<file path="config.mk">
export PLATFORM = sky130hd
export DESIGN_NAME = tod_rtc
export DESIGN_NICKNAME = d
export VERILOG_FILES = /design/src/rtl/tod_pkg.sv /design/src/rtl/tod_prescaler.sv /design/src/rtl/tod_bcd_counter.sv /design/src/rtl/tod_alarm_cmp.sv /design/src/rtl/tod_rtc.sv
export SDC_FILE = /design/constraint.sdc
export NUM_CORES = 1
export LEC_CHECK = 0
export ABC_AREA = 1
export CAP_MARGIN = 30
export CORE_UTILIZATION = 54
export CTS_BUF_LIST = sky130_fd_sc_hd__clkbuf_4 sky130_fd_sc_hd__clkbuf_8 sky130_fd_sc_hd__clkbuf_16
export DETAILED_ROUTE_END_ITERATION = 10
export PLACE_DENSITY = 0.78
export SKIP_CTS_REPAIR_TIMING = 1
export SYNTH_ARGS = -nofsm -noshare
export SYNTH_HDL_FRONTEND = slang
export SYNTH_SLANG_ARGS = --single-unit
</file>
<file path="constraint.sdc">
create_clock -name clk_i -period 2 [get_ports clk_i]
set_input_delay 0.2 -clock clk_i [delete_from_list [all_inputs] [get_ports clk_i]]
set_output_delay 0.2 -clock clk_i [all_outputs]
set_load 0.05 [all_outputs]
</file>
<file path="src/rtl/tod_pkg.sv">
package tod_pkg;
  localparam int unsigned TOD_W   = 16;
  localparam int unsigned PH_W    = 4;
  localparam int unsigned N_CNT   = 2;

  typedef enum logic [1:0] {
    SEL_CNT1 = 2'd0,
    SEL_CNT2 = 2'd1,
    SEL_ALM1 = 2'd2,
    SEL_ALM2 = 2'd3
  } wr_sel_e;

  // {carry, next} for a two-digit BCD field that wraps after last
  function automatic logic [8:0] bcd2_inc(logic [7:0] v, logic [7:0] last);
    if (v >= last)          return 9'h100;
    if (v[3:0] >= 4'd9)     return {1'b0, v[7:4] + 4'd1, 4'h0};
    return {1'b0, v[7:4], v[3:0] + 4'd1};
  endfunction
endpackage

</file>
<file path="src/rtl/tod_prescaler.sv">
module tod_prescaler
  import tod_pkg::*;
(
  input  logic       clk_i,
  input  logic       rst_ni,
  input  logic       pulse_i,
  input  logic       clr_i,
  input  logic [1:0] ratio_i,
  output logic       tick_o
);
  logic [PH_W-1:0] ph_q;
  logic [PH_W-1:0] last_ph;
  logic            at_last;

  always_comb begin
    unique case (ratio_i)
      2'b01:   last_ph = PH_W'(4);
      2'b10:   last_ph = PH_W'(5);
      2'b11:   last_ph = PH_W'(9);
      default: last_ph = '0;
    endcase
  end

  assign at_last = (ph_q >= last_ph);
  assign tick_o  = pulse_i & ~clr_i & at_last;

  always_ff @(posedge clk_i or negedge rst_ni) begin
    if (!rst_ni)      ph_q <= '0;
    else if (clr_i)   ph_q <= '0;
    else if (pulse_i) ph_q <= at_last ? '0 : ph_q + 1'b1;
  end
endmodule

</file>
<file path="src/rtl/tod_bcd_counter.sv">
module tod_bcd_counter
  import tod_pkg::*;
#(
  parameter bit         HAS_TENTHS = 1'b1,
  parameter logic [7:0] LO_LAST    = 8'h59,
  parameter logic [7:0] HI_LAST    = 8'h59
) (
  input  logic             clk_i,
  input  logic             rst_ni,
  input  logic             load_i,
  input  logic [TOD_W-1:0] load_val_i,
  input  logic             inc_i,
  output logic [TOD_W-1:0] cnt_o,
  output logic             wrap_o
);
  localparam logic [TOD_W-1:0] LOAD_MASK = HAS_TENTHS ? 16'hFF0F : 16'hFFFF;

  logic [TOD_W-1:0] cnt_q;
  logic [7:0]       lo_next;
  logic             lo_carry;
  logic [8:0]       hi_res;

  generate
    if (HAS_TENTHS) begin : g_tenths
      assign lo_carry = (cnt_q[3:0] >= 4'd9);
      assign lo_next  = {4'h0, lo_carry ? 4'h0 : cnt_q[3:0] + 4'd1};
    end else begin : g_minutes
      logic [8:0] lo_res;
      assign lo_res   = bcd2_inc(cnt_q[7:0], LO_LAST);
      assign lo_carry = lo_res[8];
      assign lo_next  = lo_res[7:0];
    end
  endgenerate

  assign hi_res = bcd2_inc(cnt_q[15:8], HI_LAST);
  assign wrap_o = inc_i & ~load_i & lo_carry & hi_res[8];
  assign cnt_o  = cnt_q;

  always_ff @(posedge clk_i or negedge rst_ni) begin
    if (!rst_ni)     cnt_q <= '0;
    else if (load_i) cnt_q <= load_val_i & LOAD_MASK;
    else if (inc_i)  cnt_q <= {lo_carry ? hi_res[7:0] : cnt_q[15:8], lo_next};
  end
endmodule

</file>
<file path="src/rtl/tod_alarm_cmp.sv">
module tod_alarm_cmp
  import tod_pkg::*;
(
  input  logic             clk_i,
  input  logic             rst_ni,
  input  logic             wr_i,
  input  logic [TOD_W-1:0] wr_data_i,
  input  logic [TOD_W-1:0] cnt_i,
  output logic [TOD_W-1:0] alarm_o,
  output logic             match_o
);
  logic [TOD_W-1:0] alarm_q;

  always_ff @(posedge clk_i or negedge rst_ni) begin
    if (!rst_ni)   alarm_q <= '0;
    else if (wr_i) alarm_q <= wr_data_i;
  end

  assign alarm_o = alarm_q;
  assign match_o = (cnt_i == alarm_q);
endmodule

</file>
<file path="src/rtl/tod_rtc.sv">
module tod_rtc
  import tod_pkg::*;
(
  input  logic             clk_i,
  input  logic             rst_ni,
  input  logic             line_pulse_i,
  input  logic             tod_mode_i,
  input  logic [3:0]       ctrl_i,
  input  logic             wr_en_i,
  input  logic [1:0]       wr_sel_i,
  input  logic [TOD_W-1:0] wr_data_i,
  output logic [TOD_W-1:0] cnt1_o,
  output logic [TOD_W-1:0] cnt2_o,
  output logic             out1_o,
  output logic             out2_o
);
  logic                         cnt_wr;
  logic                         tick;
  logic [N_CNT-1:0]             wrap;
  logic [N_CNT-1:0]             tc_q;
  logic [N_CNT-1:0]             match;
  logic [N_CNT-1:0][TOD_W-1:0]  cnt;
  logic [N_CNT-1:0][TOD_W-1:0]  alarm;
  logic                         chain;

  assign cnt_wr = wr_en_i & ~wr_sel_i[1];

  tod_prescaler u_pre (
    .clk_i   (clk_i),
    .rst_ni  (rst_ni),
    .pulse_i (line_pulse_i),
    .clr_i   (cnt_wr),
    .ratio_i (ctrl_i[1:0]),
    .tick_o  (tick)
  );

  tod_bcd_counter #(.HAS_TENTHS(1'b1), .LO_LAST(8'h09), .HI_LAST(8'h59)) u_cnt_sec (
    .clk_i      (clk_i),
    .rst_ni     (rst_ni),
    .load_i     (wr_en_i && wr_sel_i == SEL_CNT1),
    .load_val_i (wr_data_i),
    .inc_i      (tick),
    .cnt_o      (cnt[0]),
    .wrap_o     (wrap[0])
  );

  tod_bcd_counter #(.HAS_TENTHS(1'b0), .LO_LAST(8'h59), .HI_LAST(8'h23)) u_cnt_hm (
    .clk_i      (clk_i),
    .rst_ni     (rst_ni),
    .load_i     (wr_en_i && wr_sel_i == SEL_CNT2),
    .load_val_i (wr_data_i),
    .inc_i      (wrap[0]),
    .cnt_o      (cnt[1]),
    .wrap_o     (wrap[1])
  );

  generate
    for (genvar k = 0; k < N_CNT; k++) begin : g_alm
      tod_alarm_cmp u_cmp (
        .clk_i     (clk_i),
        .rst_ni    (rst_ni),
        .wr_i      (wr_en_i && wr_sel_i == 2'(k + 2)),
        .wr_data_i (wr_data_i),
        .cnt_i     (cnt[k]),
        .alarm_o   (alarm[k]),
        .match_o   (match[k])
      );
    end
  endgenerate

  // counter 2 only wraps inside a counter 1 wrap
  always_ff @(posedge clk_i or negedge rst_ni) begin
    if (!rst_ni) tc_q <= '0;
    else         tc_q <= {wrap[1], wrap[0]};
  end

  assign chain  = tod_mode_i & ctrl_i[2] & ctrl_i[3];
  assign cnt1_o = cnt[0];
  assign cnt2_o = cnt[1];
  assign out1_o = ctrl_i[2] ? match[0] : tc_q[0];
  assign out2_o = ctrl_i[3] ? (match[1] & (~chain | match[0])) : tc_q[1];
endmodule

</file>
==> flow_metrics.tcl <==
set metrics [dict create \
    antenna_found_initial 0 \
    dp_hpwl_um 7160 \
    detail-route-antenna-nets 0 \
    htree_levels 3 \
    grt_pass1_wl_um 16000 \
    min_period_over_period_pct 97.6 \
    wl_um 9870 \
    wire_per_inst_um 14.6 \
    met1Wirelength_um 4550 \
    core_area_um2 6910 \
    dieWidth_um 87.4 \
    dr_wl_met2_um 4730 \
    ys_types 35 \
    p_leak_nw 2.46 \
    drive_above_1_share_pct 16.3 \
    portBuffers 56 \
    via_per_inst 5.33 \
    vdd_ir_drop_max_v 0.000800 \
    routed-via-count 3613 \
    grt_pass1_vias 3372 \
    seq_area_frac_synth_pct 42.0 \
    synth_edf_count 0 \
    drt_pass1_iterations 5 \
    crit_arrival_ns 1.75 \
    cp_slowest_cell "dfrtp_1" \
    synth_top_cell_by_area "dfrtp_1" \
    slowest_delay_ns 0.42 \
    fmax_ghz 0.512 \
    cpMostUsedCell "nand2_2" \
    nets 629 \
    pre_cts_slack_ns -0.610 \
    initial_utilization_pct 57.0 \
    yosysTopAreaCellShare_pct 42.0 \
    cp_max_fo 5 \
    crit_chain "inv_2, o22ai_2, nor2_1, nand2_1, nor2_2, nand2_2, nand2_2, nand2_2, nand2_2, buf_12" \
    grt_max_degree 44 \
    die-area_um2 7630 \
    cellPowerDensity_nw_per_um2 1280 \
    path_class "flop to output pin" \
    rows 30 \
    post-route-min-period_ns 1.95 \
    finalSetupViolations 0 \
    avgSynthCellArea_um2 7.84 \
    drc 0 \
    worst_ep_required_time_ns 1.80 \
    synthFlopType "dfrtp_1" \
    clk_pin_slew_ns 0.08 \
    cp-start-kind "flop" \
    clock_path_buffers 2 \
    wl_met3_um 389 \
    top_layer_used "met4" \
    hold_violations 0 \
    setup_ws_ns 0.0481 \
    die_height_um 87.4 \
    report.final.slew_viol_count 0 \
    first_iter_violations 223 \
    grt_use_total_pct 27.4 \
    ys_ff_latch 66 \
    max_slew.worst_pin.slew_ns 0.577 \
    max_cap_viol_count 0 \
    fin_skew_ns 0.0140 \
    gr-total-overflow 0 \
    hold_class "input port to asynchronous set/reset pin" \
    finalPower_mw 6.39 \
    numCtsBuffers 9 \
    final_util_pct 72.5 \
    clk_latency_ns 0.34 \
    synthArstFlopShare_pct 100 \
    finalWeightedCongestion 0.868 \
    ys_warn_count 0 \
    root_buffer "clkbuf_8" \
    syn_inst 502 \
    ios 61 \
    ys_top_cells_by_area "dfrtp_1 42%, nand2_1 13%, ha_1 7.6%, o21ai_0 7.2%, inv_1 5.4%" \
    synth.cell_area_um2 3940 \
    clock-sinks 66 \
    area_growth_pct 27.1 \
    crit_path_end_kind "output pin" \
    cts_tree "built" \
    rsz0062_at_grt "yes" \
    status "completed" \
    max_slew_margin_pct 61.6 \
    antenna_cells 0 \
]
[path summary, 6_finish.rpt]
kind,cells after the start,from,slack (ns),endpoint
min in group clk_i,3,wr_data_i[15],0.47,u_cnt_hm.cnt_o[15]
max in group asynchronous,3,rst_ni,0.98,u_cnt_sec.cnt_o[11]
min,2,rst_ni,0.39,g_alm[0].u_cmp.alarm_o[13]
max,10,u_cnt_sec.cnt_o[1],0.05,out2_o
min reg2reg,2,g_alm[1].u_cmp.alarm_o[13],0.49,g_alm[1].u_cmp.alarm_o[13]
max reg2reg,10,u_cnt_sec.cnt_o[1],0.14,u_cnt_hm.cnt_o[3]
[kinds of logic (layout without fill, tap and decap cells)]
group	after synthesis	after routing	share of synthesized area [%]
AOI/OAI and AO/OA	84	84	12.3
other	1	4	0.0953
DFF	66	66	42.0
and+or+nand+nor	224	224	24.6
adders and majority gates	24	24	7.63
xor gates and xnor gates	22	22	4.90
buffers and inverters	81	158	8.52
[cells in the mapped netlist (2+ instances only)]
library cell,number
nand2_1,138
dfrtp_1,66
inv_1,57
o21ai_0,57
nand3_1,34
nor2_1,25
ha_1,24
xor2_1,13
inv_2,9
o22ai_1,9
xnor2_1,9
clkbuf_1,7
nand4_1,7
a21oi_1,6
buf_4,6
nand2_2,6
or2_2,4
nor3_1,3
o211ai_1,3
nor2_2,2
nor2_4,2
o221ai_1,2
[stage by stage]
stage / std cells / instance area [um2] / hold WS (ns) / setup TNS, ns
after detailed placement: 653 / 4650 / 0.228 / -15.97
final: 678 / 5000 / 0.388 / 0
after global placement: 653 / 4650 / 0.226 / -12.87
after floorplan: 505 / 3950 / -0.0956 / 0
after global routing: 678 / 5000 / 0.440 / -0.138
after CTS: 668 / 4860 / -0.131 / -4.90
[critical path: cells and delay by family, from the launching register on]
kind,cells,cell delay (ns)
AO/OA/AOI/OAI,1,0.08
buffers and inverters,2,0.26
flip-flops,1,0.42
AND/OR/NAND/NOR,7,0.64
[cell type report]
type	count	area, um2
clock buffers	13	173
clock inverters	2	35.0
fillers	555	1900
inverters	66	248
multi-input cells	358	2020
flip-flops and latches	66	1660
well taps	96	120
repair buffers	77	753
[routing by layer]
metal,up-vias,global-route usage [%]
met5,-,0
met4,0,8.79
met3,19,3.79
met2,120,44.7
met1,1713,37.8
li1,1761,-
[where the power goes]
part           switching (mW)  leakage [nW]  internal [mW]
clock                   0.498         0.109          0.684
sequential              0.431         0.834           1.68
combinational            1.96          1.52           1.14
[flip-flops by register name, summed over array words and instances (netlist names)]
| register | count |
|---|---|
| u_pre.ph_q | 4 |
| u_cnt_hm.cnt_o | 16 |
| u_cnt_sec.cnt_o | 12 |
| g_alm.u_cmp.alarm_o | 32 |
| tc_q | 2 |
[placed cells by master, fill, tap and decap left out, drive strengths merged]
| cell type | netlist | routed |
|---|---|---|
| nand2 | 145 | 145 |
| dfrtp | 66 | 66 |
| inv | 66 | 66 |
| o21ai | 58 | 58 |
| clkdlybuf4s50 | 0 | 51 |
| nand3 | 35 | 35 |
| nor2 | 29 | 29 |
| ha | 24 | 24 |
| buf | 8 | 23 |
| clkbuf | 7 | 14 |
| xor2 | 13 | 13 |
| o22ai | 9 | 9 |
| xnor2 | 9 | 9 |
| a21oi | 8 | 8 |
| nand4 | 7 | 7 |
| or2 | 4 | 4 |
| conb | 1 | 4 |
| nor3 | 3 | 3 |
| o211ai | 3 | 3 |
| o221ai | 2 | 2 |
| a21boi | 1 | 1 |
| a211oi | 1 | 1 |
| o21bai | 1 | 1 |
| nand3b | 1 | 1 |
| a31oi | 1 | 1 |
| clkinv | 0 | 1 |
| bufinv | 0 | 1 |
| dlygate4sd3 | 0 | 1 |
| dlymetal6s2s | 0 | 1 |
Power figures use the tool's default switching activity.
